## config.mk

```make
export PLATFORM = sky130hd
export DESIGN_NAME = dual_rate_tick
export DESIGN_NICKNAME = d
export VERILOG_FILES = /design/src/rtl/dual_rate_tick_pkg.sv /design/src/rtl/dual_rate_tick_ctrl.sv /design/src/rtl/dual_rate_tick_dp.sv /design/src/rtl/dual_rate_tick.sv
export SDC_FILE = /design/constraint.sdc
export NUM_CORES = 1
export LEC_CHECK = 0
export BUFFER_PORTS_ARGS = -buffer_cell sky130_fd_sc_hd__clkbuf_2
export CORE_ASPECT_RATIO = 1.4
export CORE_MARGIN = 1.5
export CORE_UTILIZATION = 50
export CTS_BUF_LIST = sky130_fd_sc_hd__clkbuf_2
export CTS_CLUSTER_DIAMETER = 150
export DETAILED_ROUTE_END_ITERATION = 6
export GPL_TIMING_DRIVEN = 0
export HOLD_SLACK_MARGIN = 0.08
export PLACE_DENSITY = 0.7
export RECOVER_POWER = 25
export SLEW_MARGIN = 20
export SYNTH_ARGS = -nofsm -noshare
export SYNTH_HDL_FRONTEND = slang
export SYNTH_HIERARCHICAL = 1
export SYNTH_SLANG_ARGS = --single-unit
```

## constraint.sdc

```tcl
create_clock -name clk -period 3.05 [get_ports clk]
set_input_delay 0.4575 -clock clk [delete_from_list [all_inputs] [get_ports clk]]
set_output_delay 0.4575 -clock clk [all_outputs]
set_load 0.01 [all_outputs]
```

## src/rtl/dual_rate_tick_pkg.sv

```systemverilog
package dual_rate_tick_pkg;

  // Strobes from the control to the datapath; at most one is active per cycle.
  typedef struct packed {
    logic clr;      // zero all state, suppress tick
    logic stepDiv;  // advance the integer counter
    logic stepAcc;  // advance the phase accumulator
  } tickStrobes_t;

endpackage

```

## src/rtl/dual_rate_tick_ctrl.sv

```systemverilog
module dual_rate_tick_ctrl
  import dual_rate_tick_pkg::*;
#(
  parameter int RATE_W = 16
) (
  input  logic              clk,
  input  logic              rstN,
  input  logic              runEn,
  input  logic              accSel,
  input  logic [RATE_W-1:0] rateVal,
  output tickStrobes_t      strobes
);

  logic              modeQ;
  logic [RATE_W-1:0] rateQ;
  logic              cfgChange;

  // Remember the configuration seen on the previous clock.
  always_ff @(posedge clk) begin
    if (!rstN) begin
      modeQ <= 1'b0;
      rateQ <= '0;
    end else begin
      modeQ <= accSel;
      rateQ <= rateVal;
    end
  end

  always_comb begin
    cfgChange       = (accSel != modeQ) || (rateVal != rateQ);
    strobes.clr     = !runEn || cfgChange;
    strobes.stepDiv = runEn && !cfgChange && !accSel;
    strobes.stepAcc = runEn && !cfgChange && accSel;
  end

  // the datapath never sees two actions in one cycle
  p_strobe_onehot_r7: assert property (@(posedge clk) disable iff (!rstN)
    $onehot0({strobes.clr, strobes.stepDiv, strobes.stepAcc}));

  // a stopped generator is never stepped
  p_idle_no_step_r2: assert property (@(posedge clk) disable iff (!rstN)
    !runEn |-> !(strobes.stepDiv || strobes.stepAcc));

endmodule

```

## src/rtl/dual_rate_tick_dp.sv

```systemverilog
module dual_rate_tick_dp
  import dual_rate_tick_pkg::*;
#(
  parameter int RATE_W = 16
) (
  input  logic              clk,
  input  logic              rstN,
  input  tickStrobes_t      strobes,
  input  logic [RATE_W-1:0] rateVal,
  output logic              tickQ
);

  localparam logic [RATE_W-1:0] ONE  = RATE_W'(1);
  localparam logic [RATE_W-1:0] HALF = RATE_W'(1) << (RATE_W - 1);

  logic [RATE_W-1:0] cntQ;
  logic [RATE_W-1:0] phaseQ;
  logic [RATE_W:0]   phaseSum;
  logic              cntWrap;

  always_comb begin
    phaseSum = {1'b0, phaseQ} + {1'b0, rateVal};
    cntWrap  = (rateVal <= ONE) || (cntQ == rateVal - ONE);
  end

  always_ff @(posedge clk) begin
    if (!rstN || strobes.clr) begin
      cntQ   <= '0;
      phaseQ <= '0;
      tickQ  <= 1'b0;
    end else if (strobes.stepDiv) begin
      if (cntWrap) begin
        cntQ  <= '0;
        tickQ <= 1'b1;
      end else begin
        cntQ  <= cntQ + ONE;
        tickQ <= 1'b0;
      end
    end else if (strobes.stepAcc) begin
      phaseQ <= phaseSum[RATE_W-1:0];
      tickQ  <= phaseSum[RATE_W];
    end else begin
      tickQ  <= 1'b0;
    end
  end

  // a clear cycle is followed by a quiet output
  p_clear_quiet_r2: assert property (@(posedge clk) disable iff (!rstN)
    strobes.clr |=> !tickQ);

  // periods of 0 or 1 tick on every step
  p_fast_div_r4: assert property (@(posedge clk) disable iff (!rstN)
    (strobes.stepDiv && rateVal <= ONE) |=> tickQ);

  // counter stays below the period while stepping
  p_cnt_bound_r3: assert property (@(posedge clk) disable iff (!rstN)
    (strobes.stepDiv && rateVal > ONE) |-> (cntQ < rateVal));

  // small increments cannot carry on two steps in a row
  p_single_pulse_r6: assert property (@(posedge clk) disable iff (!rstN)
    (tickQ && strobes.stepAcc && rateVal < HALF) |=> !tickQ);

  // zero increment never ticks
  p_zero_rate_r9: assert property (@(posedge clk) disable iff (!rstN)
    (strobes.stepAcc && rateVal == '0) |=> !tickQ);

endmodule

```

## src/rtl/dual_rate_tick.sv

```systemverilog
module dual_rate_tick
  import dual_rate_tick_pkg::*;
#(
  parameter int RATE_W = 16
) (
  input  logic              clk,
  input  logic              rstN,
  input  logic              runEn,
  input  logic              accSel,
  input  logic [RATE_W-1:0] rateVal,
  output logic              tickOut
);

  tickStrobes_t strobes;

  dual_rate_tick_ctrl #(.RATE_W(RATE_W)) u_ctrl (
    .clk     (clk),
    .rstN    (rstN),
    .runEn   (runEn),
    .accSel  (accSel),
    .rateVal (rateVal),
    .strobes (strobes)
  );

  dual_rate_tick_dp #(.RATE_W(RATE_W)) u_dp (
    .clk     (clk),
    .rstN    (rstN),
    .strobes (strobes),
    .rateVal (rateVal),
    .tickQ   (tickOut)
  );

  // output low straight out of reset
  p_reset_low_r1: assert property (@(posedge clk)
    !rstN |=> !tickOut);

  // stopped generator is quiet
  p_stop_quiet_r2: assert property (@(posedge clk) disable iff (!rstN)
    !runEn |=> !tickOut);

  // mode flip costs one quiet clear cycle
  p_mode_flip_r7: assert property (@(posedge clk) disable iff (!rstN)
    (runEn && accSel != $past(accSel)) |=> !tickOut);

  // rate change costs one quiet clear cycle
  p_rate_change_r8: assert property (@(posedge clk) disable iff (!rstN)
    (runEn && rateVal != $past(rateVal)) |=> !tickOut);

endmodule

```

==> impl_metrics.tcl <==
set metrics [dict create \
    timing_worst_setup_path_type "input pin to flop" \
    max_stage_delay_ns 0.55 \
    synth.area.top_cells "dfxtp_1, xnor2_1, ha_1" \
    die_h_um 97.8 \
    ant_nets 0 \
    clockRootBuffer "clkbuf_2" \
    place_ws_ns -0.508 \
    clockBufferDepth 2 \
    clkTransAtPathRegs_ns 0.26 \
    path_max_fanout 9 \
    num_rows 34 \
    layout.cells.non_filler 487 \
    dpl.hpwl_um 5690 \
    share_comb_of_total_power 0.128 \
    use_met2 0.430 \
    initial_core_util 0.517 \
    ioPinCount 21 \
    n_fill_cell 599 \
    crit_slowest_cell "or4_4" \
    yosys-top-cells-count "dfxtp_1, nand2_1, xnor2_1, nor2_1" \
    htreeDepth 2 \
    yosysTopAreaCell "dfxtp_1" \
    pwr-share-seq 0.563 \
    nets 454 \
    grt_pass1_wl_um 12900 \
    antenna_found_initial 0 \
    grt_max_degree 17 \
    syn_nets 423 \
    p_clk_frac 0.309 \
    yosysUniqueCellTypes 53 \
    endpoint_kind "flop" \
    dp.cells 475 \
    fp.dieW_um 70.7 \
    drc 0 \
    synth_cells 383 \
    p_switching_uw 321 \
    ir_worst_vdd_mv 0.184 \
    arrival_ns 3.36 \
    hold_viol 0 \
    drt-total-wl_um 7570 \
    yosysTopAreaCellShare 0.312 \
    io_buffers 20 \
    dieArea_mm2 0.00691 \
    synthMostInstantiatedCell "dfxtp_1" \
    grt.total_usage 0.230 \
    path_cells "buf_6 -> or4_4 -> or4_1 -> and3_1 -> o31a_1 -> or4_4 -> a2111oi_4 -> a21o_2 -> buf_6 -> nor2_1" \
    post-route-period-util 0.978 \
    layout-drive-gt1-share 0.111 \
    required_ns 3.42 \
    ys_ff_latch 50 \
    cts.sinks 50 \
    outcome "finished, final reports clean" \
    setup_viol 0 \
    avgViaCountPerCell 5.81 \
    worstSkewPairLatency_ns 0.44 \
    finalCriticalPeriod_ns 2.98 \
    synth_flop_cell "dfxtp_1" \
    antenna_cells 0 \
    cap_violations 0 \
    syn-cell-area_mm2 0.00321 \
    grt_use_met3 0.0299 \
    total_power_uw 1190 \
    wire_per_inst_um 15.5 \
    max_slew_margin 0.587 \
    slew_violations 0 \
    intPower_uw 873 \
    globalplace.congestion 0.913 \
    skew_ns 0.0122 \
    hold_buffers 0 \
    coreArea_mm2 0.00621 \
    firstDrtPassIters 4 \
    rsz0062_at_grt "no" \
    drtIter0Drc 158 \
    setup-tns-final_ns 0 \
    post-route-util 0.571 \
    swShare 0.269 \
    fmax_ghz 0.335 \
    tightest_slew_ns 0.612 \
    yosys_warnings 6 \
    cts_tree "built" \
    grt_overflow 0 \
    grt.busiest_layer "met2" \
    hp-class "input pin to flop" \
    async_reset_ff_frac 0 \
    cts_made_buffers 5 \
    start_kind "input pin" \
    synth_edf_count 0 \
    ys_seq_area_frac 0.312 \
    vias 2831 \
    syn-mean-instance-area_um2 8.38 \
    leakage_uw 0.00134 \
    powerDensity_mw_per_mm2 337 \
    grt_pass1_vias 2805 \
    use_met1 0.259 \
    worst_slack_ns 0.0670 \
    area_growth_pct 10.5 \
]
## metrics by stage
step	hold WS, ns	instance area, µm²
floorplan	0.436	3210
global placement	0.442	3400
detailed placement	0.449	3400
CTS	0.250	3470
global route	0.231	3540
finish	0.266	3540
## cell families (layout without fill, tap and decap cells)
logic type	Yosys count	after routing	share of synthesized area
compound gates	79	79	0.174
xor+xnor	57	57	0.156
fa+ha+maj	20	20	0.0803
buf+inv	21	53	0.0273
flops	50	50	0.312
simple gates	156	156	0.251
## final cells by class
cell class | instances | area, µm² | share of cell area
Multi-Input combinational cell | 312 | 2150 | 0.606
Sequential cell | 50 | 1000 | 0.282
Timing Repair Buffer | 24 | 150 | 0.0424
Tap cell | 72 | 90.1 | 0.0254
Buffer | 11 | 50.0 | 0.0141
Clock inverter | 3 | 43.8 | 0.0124
Inverter | 10 | 37.5 | 0.0106
Clock buffer | 5 | 25.0 | 0.00706
## cell usage in the layout (no fill, tap or decap), drive strengths merged, types with 2 or more instances in the layout
master	netlist	routed
a211o	3	3
xor2	25	25
ha	19	19
o211ai	2	2
nor2	30	30
nor3	8	8
buf	2	9
clkbuf	9	31
a21oi	25	25
nand4	5	5
dfxtp	50	50
nand2	43	43
a22o	2	2
o221ai	2	2
o21ai	12	12
inv	10	11
or3	2	2
o31ai	2	2
xnor2	32	32
o21bai	6	6
and2	17	17
a21o	5	5
nor4	6	6
a31oi	2	2
a2111oi	3	3
nand3	12	12
and4	3	3
or4	4	4
nor3b	2	2
nand2b	5	5
nor2b	3	3
and3	9	9
a211oi	7	7
## state kept, by name, indices dropped and copies added (netlist names)
| signal | cells |
|---|---|
| u_dp/cntQ | 16 |
| u_dp/phaseQ | 16 |
| u_ctrl/modeQ | 1 |
| u_ctrl/rateQ | 16 |
| u_dp/tickQ | 1 |
## what timing repair did
| action | in CTS | in global routing |
|---|---|---|
| resized for setup | 1 | 21 |
| setup buffers | 0 | 3 |
| setup endpoints to repair | 2 | 21 |
| cloned | 0 | 1 |
| pin swaps | 0 | 5 |
## worst max-delay path, delay by kind of cell
| family | cells | cell delay, ns |
|---|---|---|
| buffers and inverters | 2 | 0.26 |
| AOI/OAI and AO/OA | 3 | 0.96 |
| and+or+nand+nor | 5 | 1.69 |
## per-layer routing
layer | routed length [µm] | share of wire
met5 | 0 | 0
met4 | 253 | 0.033
met3 | 206 | 0.027
met2 | 4050 | 0.53
met1 | 3060 | 0.40
## power groups by stage
| stage | combinational [µW] | sequential [µW] | clock (µW) |
|---|---|---|---|
| after CTS | 148 | 673 | 381 |
| after global placement | 144 | 684 | 0 |
| after floorplan | 90.7 | 684 | 0 |
| after global routing | 170 | 675 | 408 |
| after detailed placement | 147 | 685 | 0 |
| final | 153 | 673 | 369 |
## final timing paths
check | start | endpoint | slack (ns) | cells past startpoint
hold reg to reg | u_dp/phaseQ[6] | u_dp/phaseQ[6] | 0.48 | 2
setup / recovery | rateVal[3] | u_dp/cntQ[14] | 0.07 | 10
hold / removal | rateVal[3] | u_ctrl/rateQ[3] | 0.27 | 2
setup reg to reg | u_dp/phaseQ[1] | u_dp/phaseQ[15] | 0.22 | 9
(Power assumes the default switching activity.)
